**src/rtl/gpio_irq_pkg.sv**
```systemverilog
package gpio_irq_pkg;

  typedef enum logic [2:0] {
    RA_SENSE  = 3'd0,
    RA_DUAL   = 3'd1,
    RA_POL    = 3'd2,
    RA_ENABLE = 3'd3,
    RA_RAW    = 3'd4,
    RA_MASKED = 3'd5,
    RA_CLEAR  = 3'd6,
    RA_NONE   = 3'd7
  } reg_sel_e;

  // Transition qualifier for an edge-configured pin
  function automatic logic edge_match(input logic was, input logic now,
                                      input logic dual, input logic pol);
    logic rise, fall;
    rise = !was && now;
    fall = was && !now;
    if (dual) return rise || fall;
    return pol ? rise : fall;
  endfunction

  // Level qualifier for a level-configured pin
  function automatic logic level_match(input logic now, input logic pol);
    return now == pol;
  endfunction

endpackage

```
**src/rtl/girq_sync.sv**
```systemverilog
module girq_sync #(
  parameter int W      = 8,
  parameter int STAGES = 2
) (
  input  logic         clk,
  input  logic         rst,
  input  logic [W-1:0] d,
  output logic [W-1:0] cur,
  output logic [W-1:0] prev
);
  localparam int LAST = STAGES - 1;

  logic [W-1:0] stg [STAGES];

  always_ff @(posedge clk) begin
    if (rst) stg[0] <= '0;
    else     stg[0] <= d;
  end

  for (genvar s = 1; s < STAGES; s++) begin : g_stage
    always_ff @(posedge clk) begin
      if (rst) stg[s] <= '0;
      else     stg[s] <= stg[s-1];
    end
  end

  always_ff @(posedge clk) begin
    if (rst) prev <= '0;
    else     prev <= stg[LAST];
  end

  assign cur = stg[LAST];

  // The delayed copy must track the synchronized value one cycle later
  assert_prev_tracks_R2: assert property (@(posedge clk) disable iff (rst)
    !$past(rst) |-> prev == $past(cur));
endmodule

```
**src/rtl/girq_regs.sv**
```systemverilog
module girq_regs
  import gpio_irq_pkg::*;
#(
  parameter int           W    = 8,
  parameter logic [W-1:0] CONN = '1
) (
  input  logic         clk,
  input  logic         rst,
  input  logic         wr,
  input  logic [2:0]   addr,
  input  logic [W-1:0] wdata,
  output logic [W-1:0] sense,
  output logic [W-1:0] dual,
  output logic [W-1:0] pol,
  output logic [W-1:0] enable,
  output logic [W-1:0] clr_pulse
);
  logic [W-1:0] wd_conn;
  assign wd_conn = wdata & CONN;

  always_ff @(posedge clk) begin
    if (rst) begin
      sense  <= '0;
      dual   <= '0;
      pol    <= '0;
      enable <= '0;
    end else if (wr) begin
      case (reg_sel_e'(addr))
        RA_SENSE:  sense  <= wd_conn;
        RA_DUAL:   dual   <= wd_conn;
        RA_POL:    pol    <= wd_conn;
        RA_ENABLE: enable <= wd_conn;
        default: ;
      endcase
    end
  end

  assign clr_pulse = (wr && reg_sel_e'(addr) == RA_CLEAR) ? wd_conn : '0;

  assert_reset_cfg_zero_R1: assert property (@(posedge clk)
    $past(rst) |-> (sense == '0 && dual == '0 && pol == '0 && enable == '0));

  assert_absent_cfg_zero_R8: assert property (@(posedge clk) disable iff (rst)
    ((sense | dual | pol | enable) & ~CONN) == '0);
endmodule

```
**src/rtl/girq_detect.sv**
```systemverilog
module girq_detect
  import gpio_irq_pkg::*;
#(
  parameter int           W    = 8,
  parameter logic [W-1:0] CONN = '1
) (
  input  logic         clk,
  input  logic         rst,
  input  logic [W-1:0] cur,
  input  logic [W-1:0] prev,
  input  logic [W-1:0] sense,
  input  logic [W-1:0] dual,
  input  logic [W-1:0] pol,
  input  logic [W-1:0] clr,
  output logic [W-1:0] raw,
  output logic [W-1:0] edge_hit,
  output logic [W-1:0] level_hit
);
  for (genvar i = 0; i < W; i++) begin : g_pin
    if (CONN[i]) begin : g_live
      assign edge_hit[i]  = !sense[i] && edge_match(prev[i], cur[i], dual[i], pol[i]);
      assign level_hit[i] = sense[i] && level_match(cur[i], pol[i]);

      always_ff @(posedge clk) begin
        if (rst)               raw[i] <= 1'b0;
        else if (sense[i])     raw[i] <= level_hit[i];
        else if (edge_hit[i])  raw[i] <= 1'b1;
        else if (clr[i])       raw[i] <= 1'b0;
      end

      // An accepted edge always lands in status, even against a clear
      assert_edge_sets_R9: assert property (@(posedge clk) disable iff (rst)
        edge_hit[i] |=> raw[i]);

      assert_edge_sticky_R5: assert property (@(posedge clk) disable iff (rst)
        (!sense[i] && raw[i] && !clr[i]) |=> raw[i]);
    end else begin : g_absent
      assign edge_hit[i]  = 1'b0;
      assign level_hit[i] = 1'b0;
      assign raw[i]       = 1'b0;
    end
  end
endmodule

```
**src/rtl/gpio_irq_unit.sv**
```systemverilog
module gpio_irq_unit
  import gpio_irq_pkg::*;
#(
  parameter int               NPINS       = 8,
  parameter logic [NPINS-1:0] CONN_MASK   = '1,
  parameter int               SYNC_STAGES = 2
) (
  input  logic             clk,
  input  logic             rst,
  input  logic [NPINS-1:0] pad_in,
  input  logic             reg_wr,
  input  logic [2:0]       reg_addr,
  input  logic [NPINS-1:0] reg_wdata,
  output logic [NPINS-1:0] reg_rdata,
  output logic             irq_out
);
  logic [NPINS-1:0] pin_cur, pin_prev;
  logic [NPINS-1:0] sense, dual, pol, enable, clr_pulse;
  logic [NPINS-1:0] raw, edge_hit, level_hit, masked;

  girq_sync #(.W(NPINS), .STAGES(SYNC_STAGES)) u_sync (
    .clk(clk), .rst(rst), .d(pad_in), .cur(pin_cur), .prev(pin_prev)
  );

  girq_regs #(.W(NPINS), .CONN(CONN_MASK)) u_regs (
    .clk(clk), .rst(rst), .wr(reg_wr), .addr(reg_addr), .wdata(reg_wdata),
    .sense(sense), .dual(dual), .pol(pol), .enable(enable), .clr_pulse(clr_pulse)
  );

  girq_detect #(.W(NPINS), .CONN(CONN_MASK)) u_detect (
    .clk(clk), .rst(rst), .cur(pin_cur), .prev(pin_prev),
    .sense(sense), .dual(dual), .pol(pol), .clr(clr_pulse),
    .raw(raw), .edge_hit(edge_hit), .level_hit(level_hit)
  );

  assign masked  = raw & enable;
  assign irq_out = |masked;

  always_comb begin
    case (reg_sel_e'(reg_addr))
      RA_SENSE:  reg_rdata = sense;
      RA_DUAL:   reg_rdata = dual;
      RA_POL:    reg_rdata = pol;
      RA_ENABLE: reg_rdata = enable;
      RA_RAW:    reg_rdata = raw;
      RA_MASKED: reg_rdata = masked;
      default:   reg_rdata = '0;
    endcase
  end

  assert_irq_needs_enable_R7: assert property (@(posedge clk) disable iff (rst)
    irq_out |-> (enable != '0 && raw != '0));

  assert_absent_reads_zero_R8: assert property (@(posedge clk) disable iff (rst)
    (reg_rdata & ~CONN_MASK) == '0);

  assert_reset_quiet_R1: assert property (@(posedge clk)
    $past(rst) |-> (!irq_out && raw == '0));
endmodule

```
**config.mk**
```make
export PLATFORM = sky130hd
export DESIGN_NAME = gpio_irq_unit
export DESIGN_NICKNAME = d
export VERILOG_FILES = /design/src/rtl/gpio_irq_pkg.sv /design/src/rtl/girq_sync.sv /design/src/rtl/girq_regs.sv /design/src/rtl/girq_detect.sv /design/src/rtl/gpio_irq_unit.sv
export SDC_FILE = /design/constraint.sdc
export NUM_CORES = 1
export LEC_CHECK = 0
export BUFFER_PORTS_ARGS = -buffer_cell sky130_fd_sc_hd__buf_2
export CORE_MARGIN = 4
export CORE_UTILIZATION = 58
export DETAILED_ROUTE_END_ITERATION = 6
export PLACE_DENSITY = 0.86
export SLEW_MARGIN = 20
export SYNTH_ARGS = -nofsm -noshare
export SYNTH_HDL_FRONTEND = slang
export SYNTH_SLANG_ARGS = --single-unit
export TNS_END_PERCENT = 10
```
**constraint.sdc**
```tcl
create_clock -name clk -period 1.6 [get_ports clk]
set_input_delay 0.08 -clock clk [delete_from_list [all_inputs] [get_ports clk]]
set_output_delay 0.08 -clock clk [all_outputs]
set_load 0.02 [all_outputs]
```
==> metrics.log, run 1 <==
INFO  metric slew_headroom = about two thirds
INFO  metric num_vias = ~2500
INFO  metric placement_rows = 26
INFO  metric antenna_found_initial = 0
INFO  metric grt_pass1_wl = between 10000 and 15000 microns
INFO  metric most_frequent_standard_cell_in_the_layout_excluding_fill_and_tap_cells = sky130_fd_sc_hd__dfxtp_1
INFO  metric final-max-slew-violation-count = 0
INFO  metric clk_pin_slew_worst_paths = about 70 ps
INFO  metric post_synth_top_area_share = 41.2%
INFO  metric clk_root_buffer_cell = sky130_fd_sc_hd__clkbuf_8
INFO  metric timing.setup.tns = 0 ps
INFO  metric numCtsBuffers = 9
INFO  metric worstSetupEndpointType = primary output
INFO  metric min_path_type = in -> reg
INFO  metric start_util = ~60%
INFO  metric cap_viol_max_count = 0
INFO  metric dp.final_hpwl = approximately 4500 microns
INFO  metric rr_startpoint = u_sync.stg[1][2]
INFO  metric placement.io_buffers = 30
INFO  metric swShare = roughly 23%
INFO  metric mean_routed_wirelength_per_cell = about 15 microns
INFO  metric hold_path_startpoint = reg_wdata[3]
INFO  metric grt-ovfl-total = 0
INFO  metric cp.arrival = between 1000 and 1500 ps
INFO  metric rsz0062_at_grt = false
INFO  metric coreArea = between 5000 and 6000 sq um
INFO  metric drtPass1Iterations = 4
INFO  metric worstHoldEndpoint = u_regs.enable[3]
INFO  metric r2r_slack = roughly 370 ps
INFO  metric worst_vdd_drop = around 0.64 mV
INFO  metric async_set_or_reset_flop_fraction_in_the_synthesized_netlist = 0%
INFO  metric final_period_minus_worst_setup_slack = approximately 1500 ps
INFO  metric finalHoldWorstSlack = approximately 9.4 ps
INFO  metric leakagePower = 1.43 nW
INFO  metric clockPowerShare = 43.4%
INFO  metric number_of_enable_type_register_cells_in_the_synthesized_netlist = 0
INFO  metric detail_route.vias_per_cell = 5.66
INFO  metric synth_warnings = 0
INFO  metric drive_gt1_share = approximately 17%
INFO  metric tritoncts = yes
INFO  metric required = 1520 ps
INFO  metric later_pin_clock_latency_in_the_skew_report = approximately 350 ps
INFO  metric cts_max_path_buffers = 2
INFO  metric wl = 6730 microns
INFO  metric synth.avg_cell_area = approximately 9.2 sq um
INFO  metric p_per_area = ~1000 nW/um^2
INFO  metric drtIter0Drc = roughly 220
INFO  metric layout.nets = between 400 and 500
INFO  metric clock-skew-final = roughly 5.2 ps
INFO  metric synth.area.top_cells = sky130_fd_sc_hd__dfxtp_1, sky130_fd_sc_hd__mux2i_1, sky130_fd_sc_hd__ha_1
INFO  metric netlist_cell_types = 35
INFO  metric finalPower = between 0.003 and 0.004 W
INFO  metric ioPinCount = 31
INFO  metric ctsHtreeMaxLevel = 3
INFO  metric synth-seq-area-share = 41.2%
INFO  metric synth_seq_cells = between 60 and 70
INFO  metric die_w = just over 80 microns
INFO  metric synth_top_area_cell = sky130_fd_sc_hd__dfxtp_1
INFO  metric final-seq-area = 1280 sq um
INFO  metric gp_congestion = 0.894
INFO  metric synthCells = 338
INFO  metric ant_nets = 0
INFO  metric grt_start_max_net_pins = 65
INFO  metric power_frac_seq = a little under half
INFO  metric vias_in_the_first_global_route = roughly 2400
INFO  metric setup_crit_path_kind = reg -> out
INFO  metric worst_path_max_fanout = 4
INFO  metric remaining_drc_errors = 0
INFO  metric result_of_the_run = completed
INFO  metric post-route-period-util = a little over nine tenths
INFO  metric cell_internal_pwr = between 0.002 and 0.003 W
INFO  metric maxClockFrequency = approximately 650 MHz
INFO  metric fillers = a little under 400
INFO  metric timing.rr.end = u_detect.raw[2]
INFO  metric worst-slew-pin-transition = between 400 and 500 ps
INFO  metric report.final.hold_viol_count = 0
INFO  metric mappedNetlistArea = just over 3000 sq um
INFO  metric timing.reg2reg.worst_path_depth = 5
INFO  metric setup.worst_path.start_class = flip-flop
INFO  metric setup_viol_count_final = 0
INFO  metric synth.net_count = 376
INFO  metric synth_ff_type = sky130_fd_sc_hd__dfxtp_1
INFO  metric hold-path-cell-count = 3
INFO  metric design.die.area = between 6000 and 7000 sq um
INFO  metric mostFrequentLayoutCells = sky130_fd_sc_hd__dfxtp_1, sky130_fd_sc_hd__nand2_1, sky130_fd_sc_hd__mux2i_1, sky130_fd_sc_hd__a21oi_1, sky130_fd_sc_hd__buf_2
INFO  metric p_comb_share = approximately 9%
INFO  metric multi_input_area = between 1500 and 2000 sq um
INFO  metric grt_use_total = 22.4%
INFO  metric antenna-diode-count = 0
INFO  metric area.growth.synth_to_final = 17.2%
INFO  metric p_sw = 0.000804 W
INFO  metric die-height = 81.3 microns
INFO  metric number_of_sinks_handled_by_clock_tree_synthesis = between 60 and 70
## through the flow
stage               instance area [sq um]  std cells  util (%)  worst slack, ps
floorplan                            3110        338         -              451
global placement                     3310        426      64.5              167
detailed placement                   3310        426      64.5              163
CTS                                  3610        449      70.3             47.7
global route                         3650        449      71.0             5.48
finish                               3650        449      71.0             63.7
## power by group through the flow
stage	Combinational [W]	Clock (W)	Sequential, W
after global placement	0.000283	0	0.00172
after CTS	0.000313	0.00156	0.00169
final	0.000318	0.00154	0.00169
after detailed placement	0.000295	0	0.00173
after global routing	0.000356	0.00162	0.00170
after floorplan	0.000206	0	0.00171
## cell families (layout without fill, tap and decap cells)
group	Yosys count	count (layout)	share of synthesized area [%]
and+or+nand+nor	100	100	16.6
AOI/OAI and AO/OA	70	70	14.9
DFF	64	64	41.2
buffers and inverters	42	83	6.19
muxes	38	38	12.4
adders and majority gates	16	16	6.43
xor gates and xnor gates	8	8	2.25
## how the worst max path moves through the flow
stage,from,slack [ps],to
CTS,u_detect.raw[6],50,reg_rdata[6]
detailed placement,reg_addr[2],160,u_detect.raw[3]
finish,u_detect.raw[4],60,reg_rdata[4]
global route,u_detect.raw[3],5,reg_rdata[3]
floorplan,reg_addr[1],450,reg_rdata[2]
global placement,reg_addr[2],170,u_detect.raw[5]
## synthesized netlist by cell type (12+ instances only)
master and count:
sky130_fd_sc_hd__a22oi_1 12, sky130_fd_sc_hd__a21oi_1 29, sky130_fd_sc_hd__inv_1 22, sky130_fd_sc_hd__nor2b_1 21
sky130_fd_sc_hd__nand2_1 37, sky130_fd_sc_hd__mux2i_1 33, sky130_fd_sc_hd__ha_1 16, sky130_fd_sc_hd__nor2_1 26
sky130_fd_sc_hd__dfxtp_1 64
## cell type report
cell class                      instances  area share, %
Clock buffer                           12           4.25
Clock inverter                          3           1.78
Inverter                               22           2.26
Multi-Input combinational cell        232           45.7
Sequential cell                        64           35.1
Tap cell                               70           2.40
Timing Repair Buffer                   46           8.44
## flip-flops by register name (all words and copies together) (netlist names)
signal / cells
u_sync.prev: 8
u_regs.enable: 8
u_regs.pol: 8
u_regs.dual: 8
u_sync.stg: 16
u_detect.raw: 8
u_regs.sense: 8
## metal layers
layer  part of all wire (%)  vias up  GRT usage, %
met2                     48       94          34.9
met1                     42     1200          28.8
li1                       -     1237             -
met4                    1.5        0          11.3
met5                      0        -             0
met3                    8.6       12          5.43
## repair_timing
action	in CTS	in global routing
hold endpoints to repair	8	0
hold buffers	8	0
gates resized for setup	0	7
buffers inserted	0	0
endpoints found under the setup margin	0	3
## worst max-delay path: stages, from the launching register on
cell and delay (ps):
sky130_fd_sc_hd__dfxtp_1 340, sky130_fd_sc_hd__mux2_2 270, sky130_fd_sc_hd__a22oi_1 140, sky130_fd_sc_hd__o221ai_1 160, sky130_fd_sc_hd__buf_2 200
No activity file was read; power rests on OpenSTA's default activity.
==> run 2, diff against run 1 <==
--- a/config.mk
+++ b/config.mk
@@ -9,7 +9,9 @@
 export CORE_MARGIN = 4
 export CORE_UTILIZATION = 58
 export DETAILED_ROUTE_END_ITERATION = 6
+export GPL_TIMING_DRIVEN = 0
 export PLACE_DENSITY = 0.86
+export RECOVER_POWER = 25
 export SLEW_MARGIN = 20
 export SYNTH_ARGS = -nofsm -noshare
 export SYNTH_HDL_FRONTEND = slang
==> metrics.log, run 2 (synthesis gave the netlist of run 1 again) <==
INFO  metric timing.reg2reg.worst_path_depth = 5
INFO  metric postCtsSetupRepairBufs = 0
INFO  metric worst-slew-pin-transition = ~700 ps
INFO  metric leakagePower = 1.43 nW
INFO  metric p_per_area = between 900 and 1000 nW/um^2
INFO  metric grt_pass1_wl = ~12000 microns
INFO  metric report.final.hold_viol_count = 0
INFO  metric clk_pin_slew_worst_paths = ~70 ps
INFO  metric mean_routed_wirelength_per_cell = about 16 microns
INFO  metric vias_in_the_first_global_route = 2496
INFO  metric ctsHtreeMaxLevel = 3
INFO  metric worst_vdd_drop = approximately 0.75 mV
INFO  metric setup_crit_path_kind = reg -> out
INFO  metric maxClockFrequency = 638 MHz
INFO  metric gr-usage-met2 = a little under two fifths
INFO  metric slew_headroom = a little over half
INFO  metric timing.setup.tns = 0 ps
INFO  metric fillers = 413
INFO  metric start_util = 60.6%
INFO  metric final-max-slew-violation-count = 0
INFO  metric post-place-cells = 436
INFO  metric global_route.peak_usage_layer = met2
INFO  metric grt_use_total = 24.2%
INFO  metric min_path_type = in -> reg
INFO  metric placement_rows = 26
INFO  metric slowest_stage = sky130_fd_sc_hd__dfxtp_1
INFO  metric final_core_util = a little under three quarters
INFO  metric antenna-diode-count = 0
INFO  metric setup_viol_count_final = 0
INFO  metric largest_reg_flops = 16
INFO  metric global_route.usage.met1 = a little under a third
INFO  metric most_frequent_standard_cell_in_the_layout_excluding_fill_and_tap_cells = sky130_fd_sc_hd__dfxtp_1
INFO  metric worst_path_max_fanout = 4
INFO  metric later_pin_clock_latency_in_the_skew_report = ~340 ps
INFO  metric placement.io_buffers = 28
INFO  metric finalHoldWorstSlack = ~20 ps
INFO  metric remaining_drc_errors = 0
INFO  metric post-route-period-util = 98.0%
INFO  metric crit_cells = 4
INFO  metric drtIter0Drc = approximately 240
INFO  metric finalPower = between 0.003 and 0.004 W
INFO  metric required = around 1500 ps
INFO  metric setup.worst_path.start_class = flip-flop
INFO  metric area.growth.synth_to_final = 17.7%
INFO  metric clock-skew-final = slightly below 6 ps
INFO  metric final-seq-area = around 1300 sq um
INFO  metric drtPass1Iterations = 7
INFO  metric number_of_sinks_handled_by_clock_tree_synthesis = between 60 and 70
INFO  metric clk_root_buffer_cell = sky130_fd_sc_hd__clkbuf_8
INFO  metric result_of_the_run = completed
INFO  metric tritoncts = yes
INFO  metric cts_max_path_buffers = 2
INFO  metric ioPinCount = 31
INFO  metric final_period_minus_worst_setup_slack = around 1600 ps
INFO  metric cap_viol_max_count = 0
INFO  metric mostFrequentLayoutCells = sky130_fd_sc_hd__dfxtp_1, sky130_fd_sc_hd__nand2_1, sky130_fd_sc_hd__mux2i_1, sky130_fd_sc_hd__buf_2, sky130_fd_sc_hd__a21oi_1
INFO  metric critical_path_buf_inv_count = 1
INFO  metric die-height = between 80 and 90 microns
INFO  metric grt_util_met3 = under 10%
INFO  metric crit_path_cell_trace = mux2_2 -> a22oi_2 -> o221ai_2 -> buf_2
INFO  metric num_vias = ~2600
INFO  metric die_w = a little over 80 microns
INFO  metric design.die.area = 6600 sq um
INFO  metric ant_nets = 0
INFO  metric grt-ovfl-total = 0
INFO  metric rsz0062_at_grt = true
INFO  metric antenna_found_initial = 0
INFO  metric multi_input_area = ~1700 sq um
INFO  metric detail_route.vias_per_cell = 5.69
INFO  metric timing.critical_path.max_delay_family = flip-flops
INFO  metric gp_congestion = 0.831
INFO  metric wl = roughly 7400 microns
INFO  metric cp.arrival = about 1500 ps
INFO  metric dp.final_hpwl = slightly below 5000 microns
INFO  metric coreArea = just over 5000 sq um
INFO  metric hold-path-cell-count = 3
INFO  metric worstSetupEndpointType = primary output
INFO  metric finish.cell_count_without_fillers = 460
INFO  metric timing.critical_path.slowest_cell_delay = roughly 360 ps
INFO  metric grt_start_max_net_pins = 12
INFO  metric numCtsBuffers = 9
INFO  metric drive_gt1_share = between 10% and 20%
INFO  metric layout.nets = 423
INFO  metric largest-register = u_sync.stg
## run 2: cell count changes in the layout (fill, tap and decap cells not counted), moves of 2 or more
cell,previous run,this run
sky130_fd_sc_hd__buf_2,28,32
sky130_fd_sc_hd__buf_4,9,3
sky130_fd_sc_hd__buf_6,0,2
sky130_fd_sc_hd__clkbuf_1,1,11
## run 2: worst min-delay path: stages
cell and delay, ps:
sky130_fd_sc_hd__buf_2 130, sky130_fd_sc_hd__nand2_1 60, sky130_fd_sc_hd__a21oi_1 50
## run 2: worst paths after layout
kind         slack, ps          endpoint             start
max                 30      reg_rdata[6]   u_detect.raw[6]
min                 20  u_regs.enable[4]      reg_wdata[4]
max reg2reg        280   u_detect.raw[3]  u_sync.stg[1][3]
min reg2reg        440  u_sync.stg[1][3]  u_sync.stg[0][3]
## run 2: power by group
| part | internal, W | leakage [nW] | total, W | switching, W |
|---|---|---|---|---|
| sequential | 0.00165 | 0.522 | 0.00169 | 0.0000454 |
| combinational | 0.000145 | 0.796 | 0.000329 | 0.000184 |
| clock | 0.000966 | 0.113 | 0.00159 | 0.000624 |
| total | 0.00276 | 1.43 | 0.00361 | 0.000854 |
## run 2: area by class of cell
type / count / share of cell area [%]
clock inverters: 4 / 2.08
well taps: 70 / 2.39
repair buffers: 36 / 6.01
multi-input cells: 232 / 45.2
flip-flops and latches: 64 / 35.0
inverters: 22 / 2.25
plain buffers: 20 / 2.90
clock buffers: 12 / 4.23
## run 2: per-layer routing
metal	up-vias	part of all wire (%)	routed length [microns]
met5	-	0	0
met4	0	2.2	163
met3	15	6.7	493
met2	103	47	3510
met1	1236	44	3250
li1	1262	-	-
## run 2: per-stage QoR
stage / setup WS, ps / cell area (sq um)
final: 32.2 / 3660
after global placement: 42.3 / 3340
after global routing: -30.2 / 3660
after CTS: 19.5 / 3660
after detailed placement: 22.1 / 3340
after floorplan: 451 / 3110
## run 2: timing repair
item                                    in CTS  in global routing
endpoints found under the hold margin        8                  0
endpoints found under the setup margin       1                  2
gates resized for setup                      1                  2
hold buffers                                 8                  0
pin swaps                                    0                  1
gates cloned                                 0                  0
